<file path="src/rtl/vsd_pkg.sv">
package vsd_pkg;

   typedef enum logic {
      WIN_WIDE   = 1'b0,
      WIN_NARROW = 1'b1
   } win_e;

   // inclusive range test on zero-extended counts
   function automatic logic in_span(input logic [15:0] v,
                                    input logic [15:0] lo,
                                    input logic [15:0] hi);
      return (v >= lo) && (v <= hi);
   endfunction

endpackage

</file>
<file path="src/rtl/vsd_window_decode.sv">
module vsd_window_decode
   import vsd_pkg::*;
#(
   parameter int unsigned WIDE_LO    = 488,
   parameter int unsigned FREE_RUN   = 630,
   parameter int unsigned N60_LO     = 522,
   parameter int unsigned N60_HI     = 528,
   parameter int unsigned N50_LO     = 622,
   parameter int unsigned N50_HI     = 628,
   parameter int unsigned EQ_OFFSET  = 3,
   parameter int unsigned ATF_END_50 = 10,
   parameter int unsigned ATF_END_60 = 12,
   parameter int unsigned CNT_W      = 10
) (
   input  logic [CNT_W-1:0] cnt,
   input  logic             narrow,
   input  logic             field_60,
   output logic             wide_ok,
   output logic             in_lock,
   output logic             win_end,
   output logic             eq_hit,
   output logic             atf_end_hit
);

   logic [15:0] c16;
   logic [15:0] lo_sel;
   logic [15:0] hi_sel;
   logic [15:0] end_sel;
   logic        in_any;

   assign c16 = 16'(cnt);

   always_comb begin
      lo_sel  = field_60 ? 16'(N60_LO)     : 16'(N50_LO);
      hi_sel  = field_60 ? 16'(N60_HI)     : 16'(N50_HI);
      end_sel = field_60 ? 16'(ATF_END_60) : 16'(ATF_END_50);
   end

   assign in_any = in_span(c16, 16'(N60_LO), 16'(N60_HI)) ||
                   in_span(c16, 16'(N50_LO), 16'(N50_HI));

   always_comb begin
      wide_ok     = c16 >= 16'(WIDE_LO);
      in_lock     = narrow ? in_span(c16, lo_sel, hi_sel) : in_any;
      win_end     = narrow ? (c16 == hi_sel) : (c16 >= 16'(FREE_RUN));
      eq_hit      = c16 == (lo_sel - 16'(EQ_OFFSET));
      atf_end_hit = c16 == end_sel;
   end

endmodule

</file>
<file path="src/rtl/vsd_confidence.sv">
module vsd_confidence
   import vsd_pkg::*;
#(
   parameter int unsigned CONF_MAX     = 15,
   parameter int unsigned UNLOCK_BELOW = 10,
   parameter int unsigned CONF_W       = 4
) (
   input  logic              clk,
   input  logic              rst_n,
   input  logic              up,
   input  logic              down,
   output logic [CONF_W-1:0] conf,
   output logic              lock
);

   localparam logic [CONF_W-1:0] TOP  = CONF_W'(CONF_MAX);
   localparam logic [CONF_W-1:0] ONE  = CONF_W'(1);
   localparam logic [CONF_W-1:0] DROP = CONF_W'(UNLOCK_BELOW);

   logic [CONF_W-1:0] conf_q, conf_nx;
   win_e              mode_q, mode_nx;

   always_comb begin
      conf_nx = conf_q;
      if (up && (conf_q != TOP))
         conf_nx = conf_q + ONE;
      else if (down && (conf_q != '0))
         conf_nx = conf_q - ONE;
   end

   always_comb begin
      mode_nx = mode_q;
      unique case (mode_q)
         WIN_WIDE:   if (conf_nx == TOP) mode_nx = WIN_NARROW;
         WIN_NARROW: if (conf_nx < DROP) mode_nx = WIN_WIDE;
         default:    mode_nx = WIN_WIDE;
      endcase
   end

   always_ff @(posedge clk or negedge rst_n) begin
      if (!rst_n) begin
         conf_q <= '0;
         mode_q <= WIN_WIDE;
      end else begin
         conf_q <= conf_nx;
         mode_q <= mode_nx;
      end
   end

   assign conf = conf_q;
   assign lock = (mode_q == WIN_NARROW);

endmodule

</file>
<file path="src/rtl/vsd_flutter.sv">
module vsd_flutter (
   input  logic clk,
   input  logic rst_n,
   input  logic start,
   input  logic stop,
   output logic blank
);

   always_ff @(posedge clk or negedge rst_n) begin
      if (!rst_n)
         blank <= 1'b0;
      else if (start)
         blank <= 1'b1;
      else if (stop)
         blank <= 1'b0;
   end

endmodule

</file>
<file path="src/rtl/vsync_divider.sv">
module vsync_divider #(
   parameter int unsigned WIDE_LO      = 488,
   parameter int unsigned MODE_SPLIT   = 576,
   parameter int unsigned FREE_RUN     = 630,
   parameter int unsigned N60_LO       = 522,
   parameter int unsigned N60_HI       = 528,
   parameter int unsigned N50_LO       = 622,
   parameter int unsigned N50_HI       = 628,
   parameter int unsigned EQ_OFFSET    = 3,
   parameter int unsigned ATF_END_50   = 10,
   parameter int unsigned ATF_END_60   = 12,
   parameter int unsigned CONF_MAX     = 15,
   parameter int unsigned UNLOCK_BELOW = 10,
   parameter int unsigned SYNC_EDGE    = 1,
   localparam int unsigned CNT_W       = $clog2(FREE_RUN + 1),
   localparam int unsigned CONF_W      = $clog2(CONF_MAX + 1)
) (
   input  logic              clk,
   input  logic              rst_n,
   input  logic              tick,
   input  logic              vsync,
   output logic              vreset,
   output logic              field_60,
   output logic              lock_narrow,
   output logic              flutter_blank,
   output logic [CONF_W-1:0] confidence
);

   localparam logic [CNT_W-1:0] CNT_ONE = CNT_W'(1);
   localparam logic [CNT_W-1:0] SPLIT   = CNT_W'(MODE_SPLIT);

   // elaboration-time parameter checks
   if (!(WIDE_LO < MODE_SPLIT && MODE_SPLIT < FREE_RUN)) begin : g_bad_wide
      $error("vsync_divider: need WIDE_LO < MODE_SPLIT < FREE_RUN");
   end
   if (!(N60_LO <= N60_HI && N60_HI < MODE_SPLIT)) begin : g_bad_n60
      $error("vsync_divider: 60 Hz window must lie below MODE_SPLIT");
   end
   if (!(MODE_SPLIT <= N50_LO && N50_LO <= N50_HI && N50_HI <= FREE_RUN)) begin : g_bad_n50
      $error("vsync_divider: 50 Hz window must lie in [MODE_SPLIT, FREE_RUN]");
   end
   if (!(N60_LO - EQ_OFFSET > ATF_END_60 && N60_LO >= WIDE_LO + EQ_OFFSET)) begin : g_bad_eq
      $error("vsync_divider: flutter start point out of range");
   end
   if (!(UNLOCK_BELOW > 0 && UNLOCK_BELOW <= CONF_MAX && CONF_MAX > 0)) begin : g_bad_conf
      $error("vsync_divider: confidence thresholds inconsistent");
   end

   logic [CNT_W-1:0] cnt_q;
   logic             sync_evt;
   logic             wide_ok, in_lock, win_end, eq_hit, atf_end_hit;
   logic             accept, forced, fire;
   logic             conf_up, conf_down;
   logic             atf_start, atf_stop;
   logic             lock;
   logic             vreset_q, field_60_q;

   // sync qualification variant
   if (SYNC_EDGE != 0) begin : g_edge
      logic prev_q;
      always_ff @(posedge clk or negedge rst_n) begin
         if (!rst_n)
            prev_q <= 1'b0;
         else if (tick)
            prev_q <= vsync;
      end
      assign sync_evt = vsync && !prev_q;
   end else begin : g_level
      assign sync_evt = vsync;
   end

   vsd_window_decode #(
      .WIDE_LO    (WIDE_LO),
      .FREE_RUN   (FREE_RUN),
      .N60_LO     (N60_LO),
      .N60_HI     (N60_HI),
      .N50_LO     (N50_LO),
      .N50_HI     (N50_HI),
      .EQ_OFFSET  (EQ_OFFSET),
      .ATF_END_50 (ATF_END_50),
      .ATF_END_60 (ATF_END_60),
      .CNT_W      (CNT_W)
   ) u_dec (
      .cnt         (cnt_q),
      .narrow      (lock),
      .field_60    (field_60_q),
      .wide_ok     (wide_ok),
      .in_lock     (in_lock),
      .win_end     (win_end),
      .eq_hit      (eq_hit),
      .atf_end_hit (atf_end_hit)
   );

   always_comb begin
      accept    = tick && sync_evt && (lock ? in_lock : wide_ok);
      forced    = tick && !accept && win_end;
      fire      = accept || forced;
      conf_up   = accept && in_lock;
      conf_down = (accept && !in_lock) || forced;
      atf_start = (fire && !lock) || (tick && lock && eq_hit);
      atf_stop  = tick && atf_end_hit;
   end

   vsd_confidence #(
      .CONF_MAX     (CONF_MAX),
      .UNLOCK_BELOW (UNLOCK_BELOW),
      .CONF_W       (CONF_W)
   ) u_conf (
      .clk   (clk),
      .rst_n (rst_n),
      .up    (conf_up),
      .down  (conf_down),
      .conf  (confidence),
      .lock  (lock)
   );

   vsd_flutter u_atf (
      .clk   (clk),
      .rst_n (rst_n),
      .start (atf_start),
      .stop  (atf_stop),
      .blank (flutter_blank)
   );

   always_ff @(posedge clk or negedge rst_n) begin
      if (!rst_n) begin
         cnt_q      <= CNT_ONE;
         vreset_q   <= 1'b0;
         field_60_q <= 1'b0;
      end else if (tick) begin
         cnt_q    <= fire ? CNT_ONE : cnt_q + CNT_ONE;
         vreset_q <= fire;
         if (accept && !lock)
            field_60_q <= (cnt_q < SPLIT);
      end
   end

   assign vreset      = vreset_q;
   assign field_60    = field_60_q;
   assign lock_narrow = lock;

endmodule

</file>
<file path="config.mk">
export PLATFORM = sky130hd
export DESIGN_NAME = vsync_divider
export DESIGN_NICKNAME = d
export VERILOG_FILES = /design/src/rtl/vsd_pkg.sv /design/src/rtl/vsd_window_decode.sv /design/src/rtl/vsd_confidence.sv /design/src/rtl/vsd_flutter.sv /design/src/rtl/vsync_divider.sv
export SDC_FILE = /design/constraint.sdc
export NUM_CORES = 1
export LEC_CHECK = 0
export ABC_AREA = 1
export BUFFER_PORTS_ARGS = -buffer_cell sky130_fd_sc_hd__buf_2
export CAP_MARGIN = 20
export CORE_MARGIN = 2
export CORE_UTILIZATION = 59
export CTS_CLUSTER_SIZE = 10
export DETAILED_ROUTE_END_ITERATION = 12
export MAX_ROUTING_LAYER = met4
export PLACE_DENSITY = 0.79
export SYNTH_ARGS = -nofsm -noshare
export SYNTH_HDL_FRONTEND = slang
export SYNTH_SLANG_ARGS = --single-unit
</file>
<file path="constraint.sdc">
create_clock -name clk -period 2.3 [get_ports clk]
set_input_delay 0.46 -clock clk [delete_from_list [all_inputs] [get_ports clk]]
set_output_delay 0.46 -clock clk [all_outputs]
set_load 0.05 [all_outputs]
</file>
[After elaboration in Yosys (flattened, before gate mapping)]
Cells that the tools add are included.
Storage, ports and cells
  flip-flop bits (word level): 19
  bits in latches: 0
  RAM bits: 0
  ROM bits: 0
  bits of input ports: 4
  memories: 0
Cells by class
  add/subtract/negate cells: 4
  multipliers: 0
  divide/modulo/power cells: 0
  $lt $le $gt $ge: 10
  eq/ne operators: 5
  shifts and indexed selects: 0
  muxes and demuxes: 14
  bitwise logic cells: 1
  reductions and logical operators: 28
Operators with widths (count)
  10-bit by 16-bit equality test with 1-bit output: 3
  10-bit >= comparator, second input constant: 3
  10-bit <= comparator, second input constant: 2
  1-bit logical AND: 17
  10-bit by 16-bit >= comparator with 1-bit output: 1
  10-bit by 16-bit <= comparator with 1-bit output: 1
  16-bit by 2-bit subtractor with 16-bit output, second input constant: 1
  7-bit two-way mux: 2
  10-bit by 1-bit adder with 10-bit output, second input constant: 1
  10-bit by 9-bit >= comparator with 1-bit output, second input constant: 1
  10-bit < comparator, second input constant: 1
  10-bit two-way mux: 1
  4-bit two-way mux: 2
  1-bit two-way mux: 7
  4-bit by 1-bit adder with 4-bit output, second input constant: 1
  4-bit equality test, second input constant: 1
  1-bit zero test: 4
  1-bit logical OR: 4
  4-bit < comparator, second input constant: 1
  4-bit != test, second input constant: 1
  4-bit nonzero test: 1
  4-bit by 1-bit subtractor with 4-bit output, second input constant: 1
  3-bit two-way mux: 1
  1-bit one-hot mux with 2 select lines: 1
  other kinds (3): 3

[Depth between registers and ports, before layout]
Gate-level depths: netlist of the first run.
  depth in word-level cells: 16
  gate-level depth with buffers: 20
  mapped depth without buffers: 20

[Hierarchy]
Synthesis of the first run repeated with hierarchy kept, for this count alone.
Second synthesis, totals
  cells, all modules: 236
  area, all modules: 1602.8 sq um
Modules (own cells, without submodules)
  vsync_divider: times used 1, cells an instance 98, area each 765.7 sq um, seq. area each 326.6 sq um
  vsd_window_decode: times used 1, cells an instance 84, area each 442.9 sq um, seq. area each 0.0 sq um
  vsd_confidence: times used 1, cells an instance 49, area each 354.1 sq um, seq. area each 125.1 sq um
  vsd_flutter: times used 1, cells an instance 5, area each 40.0 sq um, seq. area each 25.0 sq um

[Worst setup path before layout of the first run]
Ideal clock, no wire load.
  path type: flip-flop to flip-flop
  from: reg field_60_q (netlist: field_60)
  to: reg u_conf.mode_q (netlist: u_conf.lock)
  data arrival time: 2.256 ns
  setup slack: -0.077 ns
  stages on the path, launching flop included: 18
  path buffers: 0
  period minus slack after synthesis: 2.377 ns
  cell sequence: dfrtp_1 -> inv_1 -> ha_1 -> nand3_1 -> nor2_1 -> a21oi_2 -> nor2_1 -> o21ai_0 -> nand2_4 -> nand3_2 -> nand2_1 -> nand2_1 -> nand2_1 -> nand2_2 -> nand2_1 -> nand2_1 -> nand2_1 -> nor2_1
On the way
  word-level cells in the longest chain between the ends: 16
  elaborated cells on any way between the ends: 26
RTL lines
  from (decl): RTL line vsync_divider.sv:56  | logic vreset_q, field_60_q;
  from (signal assigned): RTL line vsync_divider.sv:134  | field_60_q <= (cnt_q < SPLIT);
  7-bit two-way mux (on tied branches): RTL line vsd_window_decode.sv:34, vsd_window_decode.sv:35
  10-bit by 16-bit >= comparator with 1-bit output / 10-bit by 16-bit <= comparator with 1-bit output (equally long branches): RTL line vsd_pkg.sv:12  | return (v >= lo) && (v <= hi);
  1-bit logical AND: RTL line vsd_pkg.sv:12
  1-bit two-way mux: RTL line vsd_window_decode.sv:44  | in_lock = narrow ? in_span(c16, lo_sel, hi_sel) : in_any;
  1-bit two-way mux: RTL line vsync_divider.sv:95  | accept = tick && sync_evt && (lock ? in_lock : wide_ok);
  1-bit logical AND: RTL line vsync_divider.sv:95
  1-bit zero test: RTL line vsync_divider.sv:96  | forced = tick && !accept && win_end;
  1-bit logical AND (2 in a row): RTL line vsync_divider.sv:96
  1-bit logical OR: RTL line vsync_divider.sv:99  | conf_down = (accept && !in_lock) || forced;
  1-bit logical AND: RTL line vsd_confidence.sv:27  | else if (down && (conf_q != '0))
  4-bit two-way mux: RTL line vsd_confidence.sv:27
  4-bit two-way mux *: RTL line vsd_confidence.sv:25  | if (up && (conf_q != TOP))
  named net u_conf.conf_nx[1]: RTL line vsd_confidence.sv:20  | logic [CONF_W-1:0] conf_q, conf_nx;
  4-bit < comparator / 4-bit equality test (equally long branches): RTL line vsd_confidence.sv:35, vsd_confidence.sv:34
  1-bit two-way mux (on tied branches): RTL line vsd_confidence.sv:35, vsd_confidence.sv:34
  1-bit one-hot mux with 2 select lines *: RTL line vsd_confidence.sv:33  | unique case (mode_q)
  named net u_conf.mode_nx: RTL line vsd_confidence.sv:21  | win_e mode_q, mode_nx;
  to (signal assigned): RTL line vsd_confidence.sv:46  | mode_q <= mode_nx;
  to (decl): RTL line vsd_confidence.sv:21
The timed path passes the listed nets; every way through them passes the cells marked *.
A chain may end at the register's enable or synchronous reset.

[Final worst setup path of the first run]
  from: reg field_60_q (netlist: field_60)
  to: reg cnt_q[9]
On the way
  word-level cells in the longest chain between the ends: 11
  elaborated cells on any way between the ends: 15
RTL lines
  7-bit two-way mux (on tied branches): RTL line vsd_window_decode.sv:34, vsd_window_decode.sv:35
  10-bit by 16-bit >= comparator with 1-bit output / 10-bit by 16-bit <= comparator with 1-bit output (equally long branches): RTL line vsd_pkg.sv:12
  1-bit logical AND: RTL line vsd_pkg.sv:12
  1-bit two-way mux: RTL line vsd_window_decode.sv:44
  1-bit two-way mux: RTL line vsync_divider.sv:95
  1-bit logical AND: RTL line vsync_divider.sv:95
  1-bit zero test: RTL line vsync_divider.sv:96
  1-bit logical AND (2 in a row): RTL line vsync_divider.sv:96
  1-bit logical OR *: RTL line vsync_divider.sv:97  | fire = accept || forced;
  10-bit two-way mux *: RTL line vsync_divider.sv:131  | cnt_q <= fire ? CNT_ONE : cnt_q + CNT_ONE;
  to (signal assigned): RTL line vsync_divider.sv:131
  to (decl): RTL line vsync_divider.sv:49  | logic [CNT_W-1:0] cnt_q;
Every way passes the cells marked *; elsewhere a longest branch is shown, timed or not.

==> results of run 1 <==
-- state kept, by name, summed over array words and instances, names as in the netlist --
name / flops
field_60: 1
u_atf.blank: 1
vreset: 1
u_conf.conf: 4
u_conf.lock: 1
cnt_q: 10
g_edge.prev_q: 1
-- layer usage --
layer,vias up,global-route usage (%),share of wire [%]
met4,0,11.5,1.1
met1,669,39.3,43
met2,71,42.9,47
met5,-,-,0
met3,8,4.44,8.5
li1,725,-,-
-- how the worst max path moves through the flow --
stage | end | slack (ns)
floorplan | u_conf.lock | 0.12
finish | cnt_q[9] | 0.03
CTS | u_conf.lock | 0.006
detailed placement | u_conf.lock | 0.03
global placement | u_conf.lock | 0.07
global route | cnt_q[9] | -0.03
-- cell families (layout without fill, tap and decap cells) --
group | Yosys count | in the layout | synth area share (%)
xor gates and xnor gates | 4 | 4 | 2.92
buffers and inverters | 34 | 56 | 10.2
AOI/OAI and AO/OA | 28 | 28 | 10.3
and+or+nand+nor | 119 | 119 | 37.0
adders and majority gates | 8 | 8 | 6.87
DFF | 19 | 19 | 32.7
-- cells in the final DEF, fill, tap and decap left out, drive strengths merged, types with 2 or more instances in the layout --
cell / n
nand2: 61
inv: 31
nor2: 25
nand3: 23
buf: 21
dfrtp: 18
a21oi: 15
o21ai: 11
ha: 8
nor3: 5
nand4: 3
clkbuf: 3
xor2: 3
nor4: 2
-- worst register-to-register path: stages, from the launching register on --
cell and delay (ns):
dfrtp_2 0.50, ha_4 0.27, inv_1 0.06, nor2_2 0.04
nand2_1 0.09, inv_1 0.07, a21oi_4 0.17, nand2_1 0.14
nand2_2 0.13, nand2_4 0.08, inv_1 0.22, o21ai_0 0.22
a21oi_1 0.21
-- timing repair --
item                                    CTS  global route
endpoints found under the setup margin    0             8
resized for setup                         0            15
buffers inserted                          0             6
-- power by group through the flow --
| stage | clock network (mW) | logic, mW | registers [mW] |
|---|---|---|---|
| 2_1_floorplan | 0 | 0.269 | 0.464 |
| 3_3_place_gp | 0 | 0.396 | 0.469 |
| 3_5_place_dp | 0 | 0.402 | 0.472 |
| 4_1_cts | 0.183 | 0.405 | 0.465 |
| 5_1_grt | 0.195 | 0.491 | 0.483 |
| 6_report | 0.182 | 0.443 | 0.474 |
-- cell type report --
type,instances,area [um2]
clock buffers,3,22.5
inverters,31,116
multi-input cells,159,912
flip-flops and latches,19,478
fillers,202,708
repair buffers,21,130
clock inverters,1,5.00
well taps,30,37.5
-- stage by stage --
stage | hold WS, ns | worst slack (ns) | TNS, ns
6_report | 0.0587 | 0.0339 | 0
5_1_grt | 0.100 | -0.0284 | -0.0468
4_1_cts | 0.0803 | 0.00591 | 0
3_5_place_dp | 0.422 | 0.0315 | 0
3_3_place_gp | 0.420 | 0.0710 | 0
2_1_floorplan | 0.164 | 0.118 | 0
==> results_dict.tcl, run 1 <==
set metrics [dict create \
    fin_crit_ns 2.27 \
    finalClockSkew_ns 0.00687 \
    post-route-util_pct 70.6 \
    dp_hpwl_mm 2.75 \
    post-synth-top-count-cell "nand2_1" \
    synth-seq-area-share_pct 32.7 \
    synth_common_cells "56 x nand2_1, 29 x inv_1, 24 x nor2_1" \
    cp_common_cell "inv_1" \
    rsz0062_at_grt "true" \
    wl_per_cell_um 14.4 \
    place_congestion 0.909 \
    worstSetupPathType "reg -> reg" \
    worstMarginPinSlew_ns 0.428 \
    p_leak_nw 0.836 \
    critPathCaptureType "register" \
    diodes 0 \
    p_sw_share_pct 43.0 \
    netlist_area_um2 1460 \
    vias 1473 \
    synth_flop_cell "dfrtp_1" \
    viasPerCell 5.58 \
    rr_startpoint "field_60" \
    cts_root_buffer "clkbuf_4" \
    crit_required_ns 2.54 \
    worstPathArrival_ns 2.51 \
    setup_viol 0 \
    syn-instance-count 212 \
    p_per_area_nw_per_um2 646 \
    power_frac_clock_pct 16.6 \
    synth_top_area_share_pct 30.9 \
    yosys.cell_types.count 27 \
    maxSlewViolCount 0 \
    die_y_um 53.7 \
    crit_buf_inv 3 \
    r2r_slack_ns 0.03 \
    layout.nets 247 \
    grt_usage_pct 28.9 \
    cts.sinks 19 \
    synth_edf_count 0 \
    antenna_found_initial 0 \
    max_stage_delay_ns 0.50 \
    cp-start-kind "register" \
    synth_fp_nets 224 \
    ys_ff_latch 19 \
    max_cap_violations 0 \
    crit_path_max_fanout 8 \
    hold_buffers 0 \
    synthArstFlopShare_pct 100 \
    seqPwrFrac_pct 43.1 \
    initial_core_util_pct 60.5 \
    pwr-share-comb_pct 40.3 \
    ios 12 \
    numCtsBuffers 3 \
    fmax_mhz 441 \
    fin_crit_sh_pct 98.5 \
    stdcell_count 264 \
    final_area_um2 1700 \
    drt_iter0_drc 76 \
    internal_power_uw 627 \
    cp_slowest_cell "dfrtp_2" \
    htree_levels 1 \
    wirelength_mm 3.80 \
    critical-path-top-delay-family "compound AO/OA/AOI/OAI gates" \
    dp_cells 254 \
    synth.area.top_cells "dfrtp_1 31%, nand2_1 14%, inv_1 7.5%" \
    synth_top_area_cell "dfrtp_1" \
    r2r_end "cnt_q[9]" \
    die_area_um2 2880 \
    first_pass_iters 5 \
    core_region_area_um2 2410 \
    yosysWarnings 0 \
    vdd_drop_max_mv 0.608 \
    io_buffers 11 \
    syn_to_final_growth_pct 16.7 \
    rows 18 \
    path_clk_slew_ns 0.12 \
    cp_num_cells 12 \
    min_path_type "in -> async" \
    grt_start_max_net_pins 20 \
    clockBufferDepth 2 \
    die_x_um 53.7 \
    grt_pass1_vias 1314 \
    grt_first_pass_wirelength_mm 5.83 \
    relSlewSlack_pct 71.5 \
    switchingPower_uw 473 \
    place_area_um2 1550 \
    timing_hold_violations_final 0 \
    drive_above_1_share_pct 22.2 \
    grt_remaining_overflow 0 \
    startpoint "field_60" \
    syn_avg_cell_area_um2 6.88 \
    cts_tree "done" \
    crit_chain "ha_4 > inv_1 > nor2_2 > nand2_1 > inv_1 > a21oi_4 > nand2_1 > nand2_2 > nand2_4 > inv_1 > o21ai_0 > a21oi_1" \
    r2r_cells 12 \
    status "finished, final reports clean" \
    total_power_mw 1.10 \
    ant_nets 0 \
    drcViolationCount 0 \
    insertion_delay_ns 0.31 \
]
No activity file was read; power rests on OpenSTA's default activity.
==> run 2: changes to the inputs <==
Settings changed: RECOVER_POWER set to 25.
==> run 2 against run 1 <==
Effect of this change:
- clock-buffer cell count unchanged
- clock skew barely moved
- combinational power hardly changed
- global-route usage unchanged
- first-iteration DRC count did not move
- maximum frequency about the same
- sequential power about the same
- worst hold slack gained 0.22 ns
- wire length down 0.39%
- die area unchanged
- critical path type unchanged
- highest routed layer unchanged
==> results_dict.tcl, run 2 (same netlist as run 1, synthesis figures left out) <==
set metrics [dict create \
    first_pass_iters 5 \
    vdd_drop_max_mv 0.605 \
    place_area_um2 1550 \
    fin_hold_ws_ns 0.280 \
    cp_slowest_cell "dfrtp_2" \
    ant_nets 0 \
    crit_required_ns 2.54 \
    drcViolationCount 0 \
    crit_buf_inv 3 \
    wirelength_mm 3.79 \
    die_area_um2 2880 \
    setup_tns_ns 0 \
    final_cell_mix "55 x nand2_1, 27 x inv_1, 22 x nor2_1" \
    syn_to_final_growth_pct 16.7 \
    drive_above_1_share_pct 21.8 \
    die_y_um 53.7 \
    relSlewSlack_pct 31.9 \
    ios 12 \
    multiInputGateArea_um2 912 \
    clockBufferDepth 2 \
    grt_start_max_net_pins 20 \
    cts_tree "done" \
    critPathCaptureType "register" \
    cts_root_buffer "clkbuf_4" \
    rows 18 \
    fill_cells 201 \
    die_x_um 53.7 \
    vias 1478 \
    ff_latch_area_um2 478 \
    final_area_um2 1700 \
    place_congestion 0.909 \
    path_clk_slew_ns 0.12 \
    worstPathArrival_ns 2.51 \
    antenna_found_initial 0 \
    grt_first_pass_wirelength_mm 5.83 \
    numCtsBuffers 3 \
    regMostFlops "cnt_q" \
    crit_chain "ha_4 > inv_1 > nor2_2 > nand2_1 > inv_1 > a21oi_4 > nand2_1 > nand2_2 > nand2_4 > inv_1 > o21ai_0 > a21oi_1" \
    diodes 0 \
    cp_common_cell "inv_1" \
    wl_per_cell_um 14.3 \
    finalClockSkew_ns 0.00715 \
    insertion_delay_ns 0.32 \
    rsz0062_at_grt "true" \
    fmax_mhz 442 \
    p_leak_nw 0.833 \
    setup_viol 0 \
    hold_buffers 0 \
    grt_remaining_overflow 0 \
    layout.nets 247 \
    max_stage_delay_ns 0.50 \
    worstMarginPinSlew_ns 1.02 \
    fin_crit_sh_pct 98.5 \
    cp-start-kind "register" \
    final_common_cell "nand2_1" \
    timing_hold_violations_final 0 \
    critical-path-top-delay-family "compound AO/OA/AOI/OAI gates" \
    core_region_area_um2 2410 \
    initial_core_util_pct 60.5 \
    drt_iter0_drc 76 \
    viasPerCell 5.60 \
    worstSetupPathType "reg -> reg" \
    fin_crit_ns 2.26 \
    maxSlewViolCount 0 \
    largest_register_ff_count 10 \
    grt_pass1_vias 1314 \
    htree_levels 1 \
    grt_usage_pct 28.9 \
    status "finished, final reports clean" \
    crit_path_max_fanout 8 \
    p_per_area_nw_per_um2 647 \
    max_cap_violations 0 \
    cts.sinks 19 \
    min_path_type "in -> async" \
    r2r_slack_ns 0.04 \
    io_buffers 11 \
    dp_hpwl_mm 2.75 \
]
-- run 2: cell count changes in the layout (fill, tap and decap cells not counted), sizes merged --
cell | previous run | this run
clkbuf | 3 | 4
buf | 21 | 20
-- run 2: final timing paths --
check                               from       endpoint  depth (start not counted)
worst max-delay path            field_60       cnt_q[9]                         12
worst min-delay path               rst_n       cnt_q[9]                          1
worst max register to register  field_60       cnt_q[9]                         12
worst min register to register    vreset         vreset                          2
max in group asynchronous          rst_n       field_60                          1
min in group clk                   vsync  g_edge.prev_q                          3
-- run 2: power by group --
part	leakage, nW	switching [mW]	internal [mW]
logic	0.579	0.273	0.170
clock network	0.0177	0.117	0.0652
registers	0.237	0.0828	0.391
-- run 2: routing by layer --
| metal | part of all wire, % | global-route usage (%) | vias to the layer above |
|---|---|---|---|
| li1 | - | - | 726 |
| met1 | 44 | 39.3 | 669 |
| met4 | 1.2 | 11.5 | 0 |
| met5 | 0 | - | - |
| met2 | 47 | 42.9 | 73 |
| met3 | 7.9 | 4.44 | 10 |
-- run 2: metrics by stage --
stage / std cells / setup slack (ns) / utilization, % / total power [mW]
2_1_floorplan: 212 / 0.118 / - / 0.733
3_3_place_gp: 254 / 0.0710 / 64.3 / 0.866
3_5_place_dp: 254 / 0.0315 / 64.3 / 0.874
4_1_cts: 258 / 0.00591 / 65.4 / 1.05
5_1_grt: 264 / -0.0284 / 70.6 / 1.17
6_report: 264 / 0.0354 / 70.6 / 1.10
-- run 2: cell type report --
class / instances / share of cell area [%]
Clock buffer: 3 / 1.32
Clock inverter: 1 / 0.294
Inverter: 31 / 6.84
Multi-Input combinational cell: 159 / 53.6
Sequential cell: 19 / 28.1
Tap cell: 30 / 2.21
Timing Repair Buffer: 21 / 7.58
-- run 2: what timing repair did --
action                                  4_1_cts  5_1_grt
buffers inserted                              0        6
gates resized for setup                       0       15
endpoints found under the setup margin        0        8
